`config.mk`:
```
export PLATFORM = sky130hd
export DESIGN_NAME = edge_stamp_unit
export DESIGN_NICKNAME = d
export VERILOG_FILES = /design/src/rtl/esu_pkg.sv /design/src/rtl/esu_sync.sv /design/src/rtl/esu_level_filter.sv /design/src/rtl/esu_capture.sv /design/src/rtl/edge_stamp_unit.sv
export SDC_FILE = /design/constraint.sdc
export NUM_CORES = 1
export LEC_CHECK = 0
export ABC_AREA = 1
export BUFFER_PORTS_ARGS = -buffer_cell sky130_fd_sc_hd__buf_2
export CAP_MARGIN = 20
export CORE_UTILIZATION = 42
export DETAILED_ROUTE_END_ITERATION = 8
export HOLD_SLACK_MARGIN = 0.12
export PLACE_DENSITY = 0.73
export SYNTH_ARGS = -nofsm -noshare
export SYNTH_HDL_FRONTEND = slang
export SYNTH_HIERARCHICAL = 1
export SYNTH_SLANG_ARGS = --single-unit
```
`constraint.sdc`:
```
create_clock -name clk -period 1.7 [get_ports clk]
set_clock_uncertainty 0.2 [all_clocks]
set_input_delay 0 -clock clk [delete_from_list [all_inputs] [get_ports clk]]
set_output_delay 0 -clock clk [all_outputs]
set_load 0.1 [all_outputs]
```
`src/rtl/esu_pkg.sv`:
```
`timescale 1ns/1ps
package esu_pkg;
  typedef enum logic {
    POL_FALL = 1'b0,
    POL_RISE = 1'b1
  } edge_pol_e;

  function automatic logic pol_match(input logic new_level, input edge_pol_e pol);
    return (pol == POL_RISE) ? new_level : ~new_level;
  endfunction
endpackage

```
`src/rtl/esu_sync.sv`:
```
`timescale 1ns/1ps
module esu_sync #(
  parameter int STAGES = 2
) (
  input  logic clk,
  input  logic async_i,
  output logic sync_o
);
  logic [STAGES-1:0] chain_q;

  generate
    for (genvar g = 0; g < STAGES; g++) begin : g_stage
      if (g == 0) begin : g_first
        always_ff @(posedge clk) chain_q[0] <= async_i;
      end else begin : g_next
        always_ff @(posedge clk) chain_q[g] <= chain_q[g-1];
      end
    end
  endgenerate

  assign sync_o = chain_q[STAGES-1];
endmodule

```
`src/rtl/esu_level_filter.sv`:
```
`timescale 1ns/1ps
module esu_level_filter #(
  parameter int FILT_LEN = 4
) (
  input  logic clk,
  input  logic rst,
  input  logic sample_i,
  input  logic filt_en_i,
  output logic level_o,
  output logic change_o,
  output logic new_level_o
);
  localparam int RUN_W = $clog2(FILT_LEN + 1);
  localparam logic [RUN_W-1:0] RUN_MAX = RUN_W'(FILT_LEN);
  localparam logic [RUN_W-1:0] RUN_ACC = RUN_W'(FILT_LEN - 1);

  logic             level_q;
  logic             cand_q;
  logic [RUN_W-1:0] run_q;
  logic             accept_raw;
  logic             accept_filt;

  assign accept_raw  = (sample_i != level_q);
  assign accept_filt = (sample_i == cand_q) && (run_q >= RUN_ACC) && (sample_i != level_q);
  assign change_o    = filt_en_i ? accept_filt : accept_raw;
  assign new_level_o = sample_i;
  assign level_o     = level_q;

  always_ff @(posedge clk) begin
    if (rst) begin
      level_q <= sample_i;
      cand_q  <= sample_i;
      run_q   <= RUN_MAX;
    end else begin
      if (sample_i != cand_q) begin
        cand_q <= sample_i;
        run_q  <= RUN_W'(1);
      end else if (run_q < RUN_MAX) begin
        run_q <= run_q + RUN_W'(1);
      end
      if (change_o) level_q <= sample_i;
    end
  end

  initial begin
    a_r4_len_legal: assert (FILT_LEN >= 2);
  end

  // in filtered mode the newly accepted level was also the previous sample
  a_r5_stable_before_accept: assert property (@(posedge clk) disable iff (rst)
    ($past(filt_en_i) && !$past(rst) && (level_q != $past(level_q))) |-> ($past(cand_q) == level_q));
endmodule

```
`src/rtl/esu_capture.sv`:
```
`timescale 1ns/1ps
module esu_capture
  import esu_pkg::*;
#(
  parameter int CNT_W = 16
) (
  input  logic             clk,
  input  logic             rst,
  input  logic             change_i,
  input  logic             new_level_i,
  input  logic             edge_sel_i,
  input  logic             cap_en_i,
  input  logic [CNT_W-1:0] count_i,
  output logic [CNT_W-1:0] cap_o,
  output logic             evt_o
);
  logic [CNT_W-1:0] cap_q;
  logic             evt_q;
  logic             fire;

  assign fire = change_i && cap_en_i && pol_match(new_level_i, edge_pol_e'(edge_sel_i));

  always_ff @(posedge clk) begin
    if (rst) begin
      cap_q <= '0;
      evt_q <= 1'b0;
    end else begin
      evt_q <= fire;
      if (fire) cap_q <= count_i;
    end
  end

  assign cap_o = cap_q;
  assign evt_o = evt_q;

  // no two events in back-to-back cycles
  a_r8_single_pulse: assert property (@(posedge clk) disable iff (rst) evt_q |=> !evt_q);
  // disabled capture gives no event next cycle
  a_r6_no_evt_disabled: assert property (@(posedge clk) disable iff (rst) !cap_en_i |=> !evt_q);
  // captured value is the count of the previous cycle, and holds otherwise
  a_r7_cap_value: assert property (@(posedge clk) disable iff (rst)
    (evt_q && !$past(rst)) |-> (cap_q == $past(count_i)));
  a_r7_cap_hold: assert property (@(posedge clk) disable iff (rst)
    (!evt_q && !$past(rst)) |-> $stable(cap_q));
  // the edge that fired matches the selected polarity
  a_r2_polarity: assert property (@(posedge clk) disable iff (rst)
    (evt_q && !$past(rst)) |-> ($past(new_level_i) == $past(edge_sel_i)));
endmodule

```
`src/rtl/edge_stamp_unit.sv`:
```
`timescale 1ns/1ps
module edge_stamp_unit #(
  parameter int CNT_W       = 16,
  parameter int SYNC_STAGES = 2,
  parameter int FILT_LEN    = 4
) (
  input  logic             clk,
  input  logic             rst,
  input  logic             cap_pin,
  input  logic [CNT_W-1:0] count_in,
  input  logic             cap_en,
  input  logic             edge_sel,
  input  logic             filt_en,
  output logic [CNT_W-1:0] cap_value,
  output logic             cap_evt
);
  logic pin_sync;
  logic level;
  logic change;
  logic new_level;

  esu_sync #(.STAGES(SYNC_STAGES)) u_sync (
    .clk    (clk),
    .async_i(cap_pin),
    .sync_o (pin_sync)
  );

  esu_level_filter #(.FILT_LEN(FILT_LEN)) u_filter (
    .clk        (clk),
    .rst        (rst),
    .sample_i   (pin_sync),
    .filt_en_i  (filt_en),
    .level_o    (level),
    .change_o   (change),
    .new_level_o(new_level)
  );

  esu_capture #(.CNT_W(CNT_W)) u_capture (
    .clk        (clk),
    .rst        (rst),
    .change_i   (change),
    .new_level_i(new_level),
    .edge_sel_i (edge_sel),
    .cap_en_i   (cap_en),
    .count_i    (count_in),
    .cap_o      (cap_value),
    .evt_o      (cap_evt)
  );

  // level steady through reset produces no event in the first cycle after it
  a_r9_quiet_after_reset: assert property (@(posedge clk) $past(rst) |-> !cap_evt);
  // filter keeps tracking while captures are off (accepted level follows the pin unfiltered)
  a_r6_track_disabled: assert property (@(posedge clk) disable iff (rst)
    (!$past(rst) && !$past(filt_en) && !$past(cap_en)) |-> (level == $past(pin_sync)));
endmodule

```
### After elaboration in Yosys (flattened, before gate mapping)

Cells that the tools add are included.

| word-level totals | value |
|---|---|
| register bits | 24 |
| input port bits | 22 |
| output and inout bits | 17 |
| logic and storage cells | 31 |

| cells by class | value |
|---|---|
| $add $sub $neg | 1 |
| $lt $le $gt $ge | 2 |
| eq/ne operators | 3 |
| mux-type cells | 8 |
| bitwise logic cells | 1 |
| reduce and logical (&&, ||, !) cells | 8 |

Operators by type and width:

| kind | number |
|---|---|
| 1-bit two-way mux | 6 |
| 3-bit two-way mux | 2 |
| 2-bit nonzero test | 3 |
| 1-bit logical AND | 4 |
| 3-bit by 1-bit adder with 3-bit output (second input constant) | 1 |
| 3-bit by 2-bit >= comparator with 1-bit output (second input constant) | 1 |
| 3-bit < comparator (second input constant) | 1 |
| 1-bit != test | 2 |
| 2-bit OR reduction | 1 |
| 1-bit == test | 1 |
| 1-bit NOT | 1 |

### Longest topological paths before layout

| depth | value |
|---|---|
| depth after elaboration | 6 |
| gate-level depth with buffers | 14 |
| depth with buffers taken out | 13 |

### Modules after synthesis

The synthesis kept the hierarchy.

By module, submodules not included:

| module | times used | cells an instance | area each (µm²) |
|---|---|---|---|
| esu_capture | 1 | 110 | 720.7 |
| esu_level_filter | 1 | 29 | 244.0 |
| esu_sync | 1 | 2 | 40.0 |

### Worst setup path after synthesis

OpenSTA, ideal clock, no wires.

| path | value |
|---|---|
| path type | register to register |
| from | reg u_filter.run_q[0] |
| to | reg u_capture.cap_q[10], in the netlist u_capture/cap_o[10] |
| setup time | 0.113 ns |
| arrival | 1.280 ns |
| slack | 0.108 ns |
| stages on the path, launching flop included | 14 |
| buffers on the path | 1 |
| clock period less this slack | 1.592 ns |
| cells stage by stage | dfxtp_1 ha_1 nor2_1 nand2_1 nand2_1 nand2_1 nand2_1 inv_1 nand2_1 inv_1 nand3_4 buf_2 nor2_1 nor2_1 |

| on the way | value |
|---|---|
| word-level cells in the longest chain between the ends | 6 |

Ends and longest elaborated chain:

| item | RTL line | RTL |
|---|---|---|
| from (decl) | esu_level_filter.sv:19 | `logic [RUN_W-1:0] run_q;` |
| from (signal assigned) | esu_level_filter.sv:39 | `run_q <= run_q + RUN_W'(1);` |
| 3-bit by 2-bit >= comparator with 1-bit output | esu_level_filter.sv:24 | `assign accept_filt = (sample_i == cand_q) && (run_q >= RUN_ACC) && (sample_i != level_q);` |
| 1-bit logical AND (2 in a row) | esu_level_filter.sv:24 |  |
| 1-bit two-way mux | esu_level_filter.sv:25 | `assign change_o = filt_en_i ? accept_filt : accept_raw;` |
| net change | edge_stamp_unit.sv:19 | `logic change;` |
| 1-bit logical AND (2 in a row) | esu_capture.sv:21 | `assign fire = change_i && cap_en_i && pol_match(new_level_i, edge_pol_e'(edge_sel_i));` |
| to (signal assigned) | esu_capture.sv:29 | `if (fire) cap_q <= count_i;` |
| to (decl) | esu_capture.sv:17 | `logic [CNT_W-1:0] cap_q;` |

The timed path passes the listed nets, and every way through them passes these cells.
A chain may end at the register's enable or synchronous reset.

### Worst setup path after layout

| path | value |
|---|---|
| from | reg u_filter.cand_q |
| to | reg u_capture.cap_q[9], in the netlist u_capture/cap_o[9] |

| on the way | value |
|---|---|
| word-level cells in the longest chain between the ends | 6 |

Ends and longest elaborated chain:

| item | RTL line | RTL |
|---|---|---|
| from (decl) | esu_level_filter.sv:18 | `logic cand_q;` |
| from (signal assigned) | esu_level_filter.sv:32 | `cand_q <= sample_i;` |
| from (signal assigned) | esu_level_filter.sv:36 | `cand_q <= sample_i;` |
| 1-bit == test | esu_level_filter.sv:24 |  |
| 1-bit logical AND (2 in a row) | esu_level_filter.sv:24 |  |
| 1-bit two-way mux | esu_level_filter.sv:25 |  |
| net change | edge_stamp_unit.sv:19 |  |
| 1-bit logical AND (2 in a row) | esu_capture.sv:21 |  |

The timed path passes the listed nets, and every way through them passes these cells.

==> results.txt <==
Synth Cell Area: 0.00100 mm²
Via/cell ratio: 4.64
Initial antenna violation count: 0
DRC violations left: 0
Vias in the first global route: 1007
FF/Latch Area: 509 µm²
Worst r2r src: u_filter/cand_q$_DFFE_PP_
Worst-path fanout max: 8
Global-route wire length before repair: 4160 µm
Seq pwr share: 0.456
Fraction of synthesized area in multiplexers: 0.00996
HP Class: reg2reg
Worst hold endpoint: u_sync/sync_o$_DFF_P_
Clk pwr share: 0.212
Worst hold slack: 0.149 ns
Final Max Tran Viols: 0
Starting density of the core: 0.450
Fillers: 170
Commonest non-fill, non-tap cell in the layout: buf_2
Antenna viol nets, final: 0
Sequential cell area fraction in the yosys report: 0.498
Synth Area per Inst: 7.13 µm²
Leakage: 0.857 nW
Violated checks: negative setup slack
Crit. End Element: register
Largest net degree at the start of global routing: 17
Period utilisation layout: 1.02
Worst vdd ir: 755 µV
Clk_lat worst skew: 0.30 ns
WS Path Type: reg2reg
CTS tree: built
Final hold viol count: 0
CTS root buffer: clkbuf_4
CP arrival: 1.75 ns
Distinct cells, synth: 15
Synth Area in Compound Gates: 0.00996
Comb pwr share: 0.333
R2R Path End: u_capture/cap_o[9]$_SDFFE_PP0P_
RSZ-0062 raised after global routing: yes
Warnings, synthesis: 6
Slew headroom: 0.665
Synth Register Bits: 24
Dpl ws: -0.119 ns
Diode count: 0
DRT Wirelength: 2700 µm
Sw frac: 0.375
Final Core Density: 0.722
Hold path cells: 0
Setup ws final: -0.0300 ns
Fraction of layout instances using a drive strength above 1: 0.354
Die extent in y: 50.9 µm
Wire per inst: 11.5 µm
Chip width: 50.9 µm
# H-tree levels: 1
Post-Synth Simple-Gate Area: 0.323
CP max stage cell: edfxtp_1
Synth Area in XOR/XNOR: 0.0174
IO Pins: 39
Number of DRC markers in iteration 0: 22
Die Footprint: 0.00259 mm²
Internal power: 0.870 mW
PwrDens: 864 mW/mm²
Mapped Cells: 141
Setup violations, final: 1
Min-delay src: u_sync/chain_q[0]$_DFF_P_
Max cap viols: 0
Min Tclk post-route: 1.73 ns
Area delta synth->final: 60.4%
Area of the multi-input gates: 507 µm²
Setup TNS: -0.0300 ns
GRT overflow: 0
R2R setup slack: -0.03 ns
Reg2reg path depth: 12
Rows: 17
Main combinational cell family by area after synthesis: simple AND/OR/NAND/NOR gates
Core area: 0.00223 mm²
Fin nets: 230
Switching power: 0.522 mW
Number of buffers added on ports: 38
Clock Sinks: 24
Syn Nets: 164
Setup crit start kind: register
Dpl hpwl: 1450 µm
Run status: finished with violations
GRT Overall Usage: 0.216
Routability congestion estimate: 0.737
Via count: 1085
Crit-path most repeated cell: nand2_2
Commonest non-fill, non-tap cells in the layout: 38 x buf_2, 35 x nand2_1, 29 x nor2_1
Clock transition at path regs: 0.13 ns
Clock buffer depth: 2
Crit path cell chain: inv_1 > nand2_1 > nand2_2 > nand2_1 > nand2_2 > nand2_2 > inv_2 > nand2_4 > inv_8 > nand3_4 > nor2_1 > nor2_1
Worst Max-Slew Pin Slew: 0.502 ns
Total power: 1.39 mW
Drt pass-1 iters: 4
Worst EP required: 1.72 ns
Adder-cell share of the synthesized area: 0.0125
Slowest stage delay, CP: 0.42 ns
CTS Buf Count: 3
CP startpoint: u_filter/cand_q$_DFFE_PP_
Top achievable clock speed: 0.578 GHz
[power groups by stage]
stage          Sequential, mW  Combinational [mW]  Clock [mW]
5_1_grt                 0.640               0.489       0.331
6_report                0.635               0.463       0.295
3_3_place_gp            0.643               0.361           0
2_1_floorplan           0.841               0.104           0
3_5_place_dp            0.645               0.367           0
4_1_cts                 0.633               0.429       0.307
[metal layers]
layer	up-vias	track usage	part of all wire
li1	543	-	-
met1	504	0.233	0.40
met2	36	0.399	0.54
met3	2	0.0714	0.057
met4	0	0.0509	0.0048
met5	-	0	0
[stage by stage]
stage / cells / area [µm²]
2_1_floorplan: 141 / 1000
4_1_cts: 232 / 1510
5_1_grt: 234 / 1610
3_5_place_dp: 204 / 1200
6_report: 234 / 1610
3_3_place_gp: 204 / 1200
[cell type report]
class,instances,share of cell area
Clock buffer,4,0.0225
Inverter,24,0.0606
Multi-Input combinational cell,92,0.314
Sequential cell,24,0.316
Tap cell,28,0.0217
Timing Repair Buffer,62,0.265
[cells by family (layout without fill, tap and decap cells)]
kind of cell | count (synthesis) | in the layout
AOI/OAI and AO/OA | 2 | 2
muxes | 1 | 1
buffers and inverters | 29 | 90
and+or+nand+nor | 82 | 86
DFF | 24 | 24
adders and majority gates | 1 | 1
xor gates and xnor gates | 2 | 2
[cell usage after synthesis]
library cell,instances,area share
ha_1,1,0.012
mux2i_1,1,0.010
o21ai_0,1,0.0050
nand2_2,1,0.0062
nand3_4,1,0.017
a21oi_1,1,0.0050
xor2_1,2,0.017
edfxtp_1,2,0.060
buf_4,1,0.0075
buf_6,2,0.022
nor2_1,35,0.13
buf_2,2,0.010
dfxtp_1,22,0.44
nand2_1,45,0.17
inv_1,24,0.090
[worst max-delay path by stage]
| stage | endpoint |
|---|---|
| 2_1_floorplan | u_capture/cap_o[10]$_SDFFE_PP0P_ |
| 3_3_place_gp | u_capture/cap_o[10]$_SDFFE_PP0P_ |
| 3_5_place_dp | u_capture/cap_o[0]$_SDFFE_PP0P_ |
| 4_1_cts | u_capture/cap_o[14]$_SDFFE_PP0P_ |
| 5_1_grt | u_capture/cap_o[9]$_SDFFE_PP0P_ |
| 6_report | u_capture/cap_o[9]$_SDFFE_PP0P_ |
[worst max-delay path, delay by kind of cell (launching register included)]
kind                   cells  cell delay [ns]
AND/OR/NAND/NOR            9             0.79
buffers and inverters      3             0.24
flip-flops                 1             0.42
[registers in the layout, summed over array words and instances, names as in the netlist]
signal	cells
u_filter/level_o	1
u_filter/run_q	3
u_filter/cand_q	1
u_sync/sync_o	1
u_sync/chain_q	1
u_capture/evt_o	1
u_capture/cap_o	16
[repair_timing]
item / in CTS / in global routing
resized for setup: 9 / 27
gates cloned: 4 / 0
endpoints found under the hold margin: 23 / 1
pin swaps: 2 / 6
setup endpoints to repair: 17 / 17
buffers inserted: 0 / 1
hold buffers: 20 / 1
No activity file was read; power rests on OpenSTA's default activity.
